--- src/rtl/spi_shift_master.sv ---
module spi_shift_master #(
  parameter int DEPTH = 128,
  parameter int NSS = 4,
  localparam int AW = $clog2(DEPTH),
  localparam int SW = $clog2(NSS)
) (
  input  logic          clk,
  input  logic          rst_n,
  input  logic          en,
  input  logic          cpol,
  input  logic          cpha,
  input  logic [2:0]    div,
  input  logic          sel_on,
  input  logic          sel_decode,
  input  logic [SW-1:0] sel_idx,
  input  logic          tx_push,
  input  logic [7:0]    tx_data,
  output logic          tx_full,
  input  logic          rx_pop,
  output logic [7:0]    rx_data,
  output logic          rx_empty,
  output logic          busy,
  output logic          sclk,
  output logic          mosi,
  input  logic          miso,
  output logic [NSS-1:0] ss_n
);
  timeunit 1ns; timeprecision 100ps;

  logic [7:0] tx_mem [DEPTH];
  logic [7:0] rx_mem [DEPTH];
  logic [AW:0] tx_wp, tx_rp, rx_wp, rx_rp;
  logic tx_empty, rx_full;

  logic       armed, cpol_l, cpha_l, shifting, sclk_r;
  logic [6:0] tick, half_m1;
  logic [3:0] ecnt;
  logic [7:0] sh, rx_sh;
  logic [NSS-1:0] ss_q;

  assign tx_empty = (tx_wp == tx_rp);
  assign tx_full  = (tx_wp[AW] != tx_rp[AW]) && (tx_wp[AW-1:0] == tx_rp[AW-1:0]);
  assign rx_empty = (rx_wp == rx_rp);
  assign rx_full  = (rx_wp[AW] != rx_rp[AW]) && (rx_wp[AW-1:0] == rx_rp[AW-1:0]);
  assign rx_data  = rx_mem[rx_rp[AW-1:0]];

  wire       load      = !shifting && armed && en && !tx_empty;
  wire       edge_now  = shifting && (tick == half_m1);
  wire       last      = edge_now && (ecnt == 4'd15);
  wire       lead      = !ecnt[0];
  wire       samp      = edge_now && (lead ^ cpha_l);
  wire       shift_out = edge_now && !last && (cpha_l ? (lead && ecnt != 4'd0) : !lead);
  wire [7:0] rx_word   = cpha_l ? {rx_sh[6:0], miso} : rx_sh;
  wire       tx_wr     = tx_push && !tx_full;
  wire       rx_wr     = last && !rx_full;
  wire       rx_rd     = rx_pop && !rx_empty;
  wire [2:0] d_eff     = (div == 3'd0) ? 3'd1 : div;

  assign busy = shifting || !tx_empty;
  assign sclk = sclk_r;
  assign mosi = sh[7];
  assign ss_n = ss_q;

  always_ff @(posedge clk) begin
    if (tx_wr) tx_mem[tx_wp[AW-1:0]] <= tx_data;
    if (rx_wr) rx_mem[rx_wp[AW-1:0]] <= rx_word;
  end

  always_ff @(posedge clk or negedge rst_n) begin
    if (!rst_n) begin
      tx_wp <= '0; tx_rp <= '0; rx_wp <= '0; rx_rp <= '0;
    end else begin
      if (tx_wr) tx_wp <= tx_wp + 1'b1;
      if (load)  tx_rp <= tx_rp + 1'b1;
      if (rx_wr) rx_wp <= rx_wp + 1'b1;
      if (rx_rd) rx_rp <= rx_rp + 1'b1;
    end
  end

  always_ff @(posedge clk or negedge rst_n) begin
    if (!rst_n) begin
      armed <= 1'b0; cpol_l <= 1'b0; cpha_l <= 1'b0; shifting <= 1'b0;
      sclk_r <= 1'b0; tick <= '0; half_m1 <= 7'd1; ecnt <= '0;
      sh <= '0; rx_sh <= '0;
    end else if (!shifting) begin
      sclk_r <= cpol_l;
      if (!en) armed <= 1'b0;
      else if (!armed) begin
        armed  <= 1'b1;
        cpol_l <= cpol;
        cpha_l <= cpha;
      end
      if (load) begin
        shifting <= 1'b1;
        sh       <= tx_mem[tx_rp[AW-1:0]];
        tick     <= '0;
        ecnt     <= '0;
        half_m1  <= 7'((8'd1 << d_eff) - 8'd1);
      end
    end else if (edge_now) begin
      tick   <= '0;
      sclk_r <= ~sclk_r;
      ecnt   <= ecnt + 4'd1;
      if (last)      shifting <= 1'b0;
      if (shift_out) sh <= {sh[6:0], 1'b0};
      if (samp)      rx_sh <= {rx_sh[6:0], miso};
    end else begin
      tick <= tick + 7'd1;
    end
  end

  always_ff @(posedge clk or negedge rst_n) begin
    if (!rst_n) ss_q <= '1;
    else if (!sel_on) ss_q <= '1;
    else if (sel_decode) ss_q <= NSS'(sel_idx);
    else ss_q <= ~(NSS'(1) << sel_idx);
  end
endmodule

--- config.mk ---
export PLATFORM = sky130hd
export DESIGN_NAME = spi_shift_master
export DESIGN_NICKNAME = d
export VERILOG_FILES = /design/src/rtl/spi_shift_master.sv
export SDC_FILE = /design/constraint.sdc
export NUM_CORES = 2
export LEC_CHECK = 0
export BUFFER_PORTS_ARGS = -buffer_cell sky130_fd_sc_hd__buf_4
export CAP_MARGIN = 15
export CORE_ASPECT_RATIO = 0.6
export CORE_MARGIN = 8
export CORE_UTILIZATION = 45
export CTS_BUF_LIST = sky130_fd_sc_hd__clkbuf_4 sky130_fd_sc_hd__clkbuf_8
export CTS_CLUSTER_DIAMETER = 150
export DETAILED_ROUTE_END_ITERATION = 7
export HOLD_SLACK_MARGIN = 0.05
export PLACE_DENSITY_LB_ADDON = 0.2
export SETUP_SLACK_MARGIN = 0.3
export SYNTH_ARGS = -nofsm -noshare
export SYNTH_HDL_FRONTEND = slang
export SYNTH_SLANG_ARGS = --single-unit
--- constraint.sdc ---
create_clock -name clk -period 4 [get_ports clk]
set_input_delay 0.2 -clock clk [delete_from_list [all_inputs] [get_ports clk]]
set_output_delay 0.2 -clock clk [all_outputs]
set_load 0.01 [all_outputs]
## Yosys cells after proc, flatten, opt, wreduce, memory -nomap -nowiden

Memory sizes are Yosys's and may differ from the RTL's.
Cells that the tools add are included.

| storage, ports and cells | value |
|---|---|
| register bits after elaboration | 75 |
| bits in latches | 0 |
| RAM bits | 2,048 |
| memory bits (read-only) | 0 |
| output and inout bits | 17 |
| memories kept | 2 |

Memory list:

| memory | words | bits a word | read ports | clocked after Yosys merged registers in | write ports | RTL line | RTL |
|---|---|---|---|---|---|---|---|
| rx_mem | 128 | 8 | 1 | 0 | 1 | 31 | `logic [7:0] rx_mem [DEPTH];` |
| tx_mem | 128 | 8 | 1 | 0 | 1 | 30 | `logic [7:0] tx_mem [DEPTH];` |

| cells by class | value |
|---|---|
| add/subtract/negate cells | 7 |
| multipliers | 0 |
| divide/modulo/power cells | 0 |
| $lt $le $gt $ge | 0 |
| equality and inequality tests | 10 |
| shift-type cells | 2 |
| multiplexer cells | 26 |
| bitwise operators | 5 |
| reductions and logical operators | 30 |

Operator list:

| operator | number |
|---|---|
| two-way mux 8 bit | 5 |
| adder 8 x 1 -> 8 bit, second input constant | 4 |
| equality test 7 bit | 3 |
| two-way mux 7 bit | 3 |
| two-way mux 4 bit | 5 |
| equality test 8 bit | 2 |
| logical AND 1 bit | 14 |
| two-way mux 1 bit | 12 |
| AND reduction 3 bit | 3 |
| adder 7 x 1 -> 7 bit, second input constant | 1 |
| logical NOT 1 bit | 7 |
| left shift 1 x 3 -> 7 bit, first input constant | 1 |
| subtractor 7 x 1 -> 7 bit, second input constant | 1 |
| adder 4 x 1 -> 4 bit, second input constant | 1 |
| equality test 4 bit, second input constant | 1 |
| != test 2 x 1 -> 1 bit, second input constant | 2 |
| NOT 4 bit | 1 |
| AND reduction 2 bit | 2 |
| nonzero test 4 bit | 1 |
| left shift 1 x 2 -> 4 bit, first input constant | 1 |
| logical NOT 3 bit | 1 |
| two-way mux 3 bit | 1 |
| NOT 1 bit | 3 |
| != test 1 bit | 2 |
| 3 further kinds | 3 |

## Depth between registers and ports, before layout

| logic depth | value |
|---|---|
| depth after elaboration | 9 |
| depth in mapped cells | 12 |
| mapped depth without buffers | 8 |

## Least setup slack after synthesis

Ideal clock, no wire load.

| path | value |
|---|---|
| path type | reg-to-reg |
| from | register half_m1[0] |
| to | memory rx_mem[23][0] (enable) |
| arrival time | 2,435 ps |
| data required time | 3,617 ps |
| setup slack | 1,182 ps |
| cell stages (with the launch flop) | 9 |
| path buffers | 2 |
| period minus slack after synthesis | 2,818 ps |
| path through | dfstp_2 xnor2_1 nand4_1 nor3_2 o211a_1 buf_2 buf_2 nand3_1 nor3_1 |

| on the way | value |
|---|---|
| longest elaborated chain between the ends | 6 |

Ends and longest elaborated chain:

| item | RTL line | RTL |
|---|---|---|
| start, declared | 36 | `logic [6:0] tick, half_m1;` |
| start signal, assigned | 98 | `half_m1 <= 7'((8'd1 << d_eff) - 8'd1);` |
| equality test 7 bit | 48 | `wire edge_now = shifting && (tick == half_m1);` |
| logical AND 1 bit | 48 |  |
| logical AND 1 bit | 49 | `wire last = edge_now && (ecnt == 4'd15);` |
| logical AND 1 bit | 55 | `wire rx_wr = last && !rx_full;` |
| two-way mux 1 bit | 66 | `if (rx_wr) rx_mem[rx_wp[AW-1:0]] <= rx_word;` |
| two-way mux 1 bit (not written as such) | 66 |  |
| end, declared | 31 |  |

Every way passes these cells.

## Worst setup path in the final report

| path | value |
|---|---|
| from | register rx_rp[0] |
| to | output port rx_data[1] |

| on the way | value |
|---|---|
| longest elaborated chain between the ends | 1 |

Ends and longest elaborated chain:

| item | RTL line | RTL |
|---|---|---|
| start, declared | 32 | `logic [AW:0] tx_wp, tx_rp, rx_wp, rx_rp;` |
| start signal, assigned | 76 | `if (rx_rd) rx_rp <= rx_rp + 1'b1;` |
| memory read (128 x 8 bit) | -- |  |
| end, declared | 20 | `output logic [7:0] rx_data,` |

Every way passes these cells.

==> impl_results.md <==
- Status: complete, no violations
- Starting Density: 45.09%
- Multi-input logic area: 0.01837 mm2
- Fin worst setup slack: 0.008298 ns
- Largest family of logic cells by synthesized area: multiplexers
- # port buffers: 39
- Number of library cell types mapped by synthesis: 63
- Syn. warnings: 0
- WL/cell: 30.26 um
- Io pins: 40
- CP arrival: 3.79 ns
- Reg area: 0.06341 mm2
- CTS clk-pin slew, worst paths: 0.07 ns
- Mux share of post-synthesis cell area: 16.44%
- Slew HR: 26.02%
- Setup violators final: 0
- Hpwl dp: 132,000 um
- Clock network power share: 28.8%
- DR iter-0 viols: 5,138
- Crit path max fanout: 8
- Syn Area/Cell: 21.52 um2
- H-tree depth: 5
- Final Slew Violations: 0
- Global-route wire length before repair: 302,700 um
- Vias per cell: 5.891
- Synthesized Nets: 3,878
- RR Startpoint: tx_rp[1]
- FILL cells: 14,370
- Die area: 0.1984 mm2
- Share of cells above drive strength 1: 31.78%
- Post-synthesis register bit count: 2,123
- DRT Wirelength: 212,900 um
- DRC: 0
- Crit path launch type: flop
- Int Pwr: 0.04211 W
- Latest clock arrival within the worst-skew pair: 0.91 ns
- Hold Path Class: primary input to flop
- Fmax: 0.2505 GHz
- Post-synth EDFFs: 2,048
- Power per cell area: 638.5 mW/mm2
- Crit path kind: flop to output port
- Post-Synth XOR/XNOR Area: 0.6135%
- Worst hold slack: 0.1805 ns
- Top cells by area, synth: edfxtp_1, mux4_2, dfrtp_1
- Crit path time final: 3.992 ns
- Unrepaired setup endpoints after global routing: yes
- Vias: 41,460
- Sequential power share: 43.5%
- Site Rows: 122
- Largest net degree at the start of global routing: 129
- Top FF cell, synth: edfxtp_1
- Worst Path Required: 3.80 ns
- Clock tree buffer depth: 4
- Layout area overhead: 14.36%
- Synth Area in Simple Gates: 2.629%
- Min-Delay Startpoint: sel_on
- Worst Setup SP: rx_rp[0]
- Switch share: 30.36%
- Syn Inst Count: 3,847
- Yosys top cell area share: 74.28%
- Register area share after synthesis: 76.55%
- Die W: 569.8 um
- Die Height: 348.3 um
- Final nets: 4,350
- Leak Pwr: 30.06 nW
- CTS Buf Count: 315
- Vias in the first global route: 41,080
- Fin. Hold Viols: 0
- Max IR drop VDD: 479.7 uV
- Synth Area in Compound Gates: 2.156%
- Synth area leader: edfxtp_1
- Synth Cell Area: 0.08280 mm2
- ANT nets after route: 0
- Adder-Cell Fraction of Synth Area: 0.1209%
- Sink Count: 2,123
- Ys async rst share: 3.533%
- CTS tree: done
- Root buffer selected by CTS: clkbuf_8
- Place WS: 0.6061 ns
- Worst Skew: 0.07144 ns
- Final period util: 99.79%
- Combinational share of power: 27.6%
- Max cap viols: 0
- Final Power: 0.06046 W
- Total global-route track usage: 21.10%
- Worst Max-Slew Pin Slew: 1.110 ns
- GR Overflow Total: 0
- Sw Pwr: 0.01835 W
- Initial antenna violation count: 5
- CP endpoint kind: output port
- Routability cong.: 0.8510
- Core area: 0.1836 mm2
- DRT Pass-1 Iters: 5
[timing repair]
| item | 4_1_cts | 5_1_grt |
|---|---|---|
| endpoints found under the hold margin | 561 | 0 |
| gates cloned | 5 | 3 |
| endpoints found under the setup margin | 8 | 8 |
| resized for setup | 37 | 5 |
| hold buffers | 34 | 0 |
| setup buffers | 12 | 18 |
| pin swaps | 2 | 1 |
[cell type report]
type                            count  share of cell area, %
Multi-Input combinational cell   1491                  19.40
Clock buffer                      405                  5.325
Antenna cell                        1               0.002643
Tap cell                         2480                  3.277
Inverter                            9                0.03568
Sequential cell                  2123                  66.96
Timing Repair Buffer              379                  3.923
Clock inverter                    149                  1.077
[layer usage]
layer	up-vias	share of wire, %	GRT usage (%)
li1	17040	-	-
met1	22080	46	33.14
met2	2028	39	26.40
met3	311	13	9.674
met4	6	1.7	4.334
met5	-	0.22	1.646
[power groups by stage]
stage               clock [W]  combinational [W]  sequential (W)
global route           0.0187             0.0177          0.0264
CTS                    0.0178             0.0164          0.0263
finish                 0.0174             0.0167          0.0263
detailed placement          0             0.0156          0.0269
global placement            0             0.0155          0.0269
floorplan                   0             0.0105          0.0264
[synth_stat cells (all sizes together), types with 14 or more instances]
master,n
edfxtp,2048
mux4,545
nor2,279
buf,120
clkbuf,104
mux2i,91
a22oi,71
dfrtp,70
nand2,69
a21oi,46
o22ai,45
nand3,39
mux2,38
xnor2,35
xor2,23
nor3,19
o21ai,19
o221ai,18
nor2b,15
nor4,15
a221oi,14
[kinds of logic (layout without fill, tap and decap cells)]
| group | after synthesis | count (layout) |
|---|---|---|
| xor gates and xnor gates | 58 | 58 |
| muxes | 674 | 674 |
| other | 1 | 2 |
| AOI/OAI and AO/OA | 258 | 258 |
| adders and majority gates | 8 | 8 |
| buffers and inverters | 233 | 942 |
| and+or+nand+nor | 492 | 492 |
| DFF | 2123 | 2123 |
[path summary, 6_finish.rpt]
path,end,depth (start not counted),slack [ns]
setup / recovery,rx_data[1],9,0.008
hold / removal,ss_n[3],3,0.18
setup reg to reg,sh[0],8,0.47
hold reg to reg,half_m1[3],2,0.50
max in group asynchronous,rx_rp[5],4,3.10
min in group asynchronous,ss_n[3],3,0.53
[critical path, cell delays in order (launching register included)]
cell and delay, ns:
dfrtp_4 0.48, buf_12 0.14, buf_16 0.18, buf_16 0.17, mux4_2 0.61, mux4_2 0.58
mux2i_1 0.19, buf_4 0.25, a221oi_4 0.10, buf_4 0.18
[sequential cells by signal, summed over array words and instances (netlist names), 7 cells and up]
signal / flops
rx_mem: 1024
tx_mem: 1024
rx_rp: 8
rx_sh: 8
rx_wp: 8
sh: 8
tx_rp: 8
tx_wp: 8
half_m1: 7
tick: 7
[per-stage QoR]
| step | utilization, % | instance area, um2 | TNS (ns) | cells |
|---|---|---|---|---|
| floorplan | - | 82800 | 0 | 3847 |
| global placement | 47.67 | 87530 | 0 | 6410 |
| detailed placement | 47.67 | 87530 | 0 | 6410 |
| CTS | 51.43 | 94450 | -0.4626 | 7015 |
| global route | 51.56 | 94690 | -0.8408 | 7037 |
| finish | 51.56 | 94690 | 0 | 7037 |
[layout by cell type (no fill, tap or decap), types with 14 or more instances in the layout]
master,synthesis,layout
a21oi_1,46,46
a22oi_1,71,71
buf_12,0,39
buf_4,15,288
clkbuf_4,0,85
clkbuf_8,0,320
clkinv_1,0,75
clkinv_2,0,42
dfrtp_1,70,62
dlygate4sd3_1,0,33
edfxtp_1,2048,2048
mux2_2,38,26
mux2i_1,91,91
mux4_2,545,545
nand2_1,69,68
nand3_1,39,39
nor2_1,279,278
nor3_1,18,18
nor4_1,14,14
o21ai_0,17,17
o221ai_1,18,18
o22ai_1,45,37
xnor2_1,35,35
xor2_1,23,23
(Power assumes the default switching activity.)
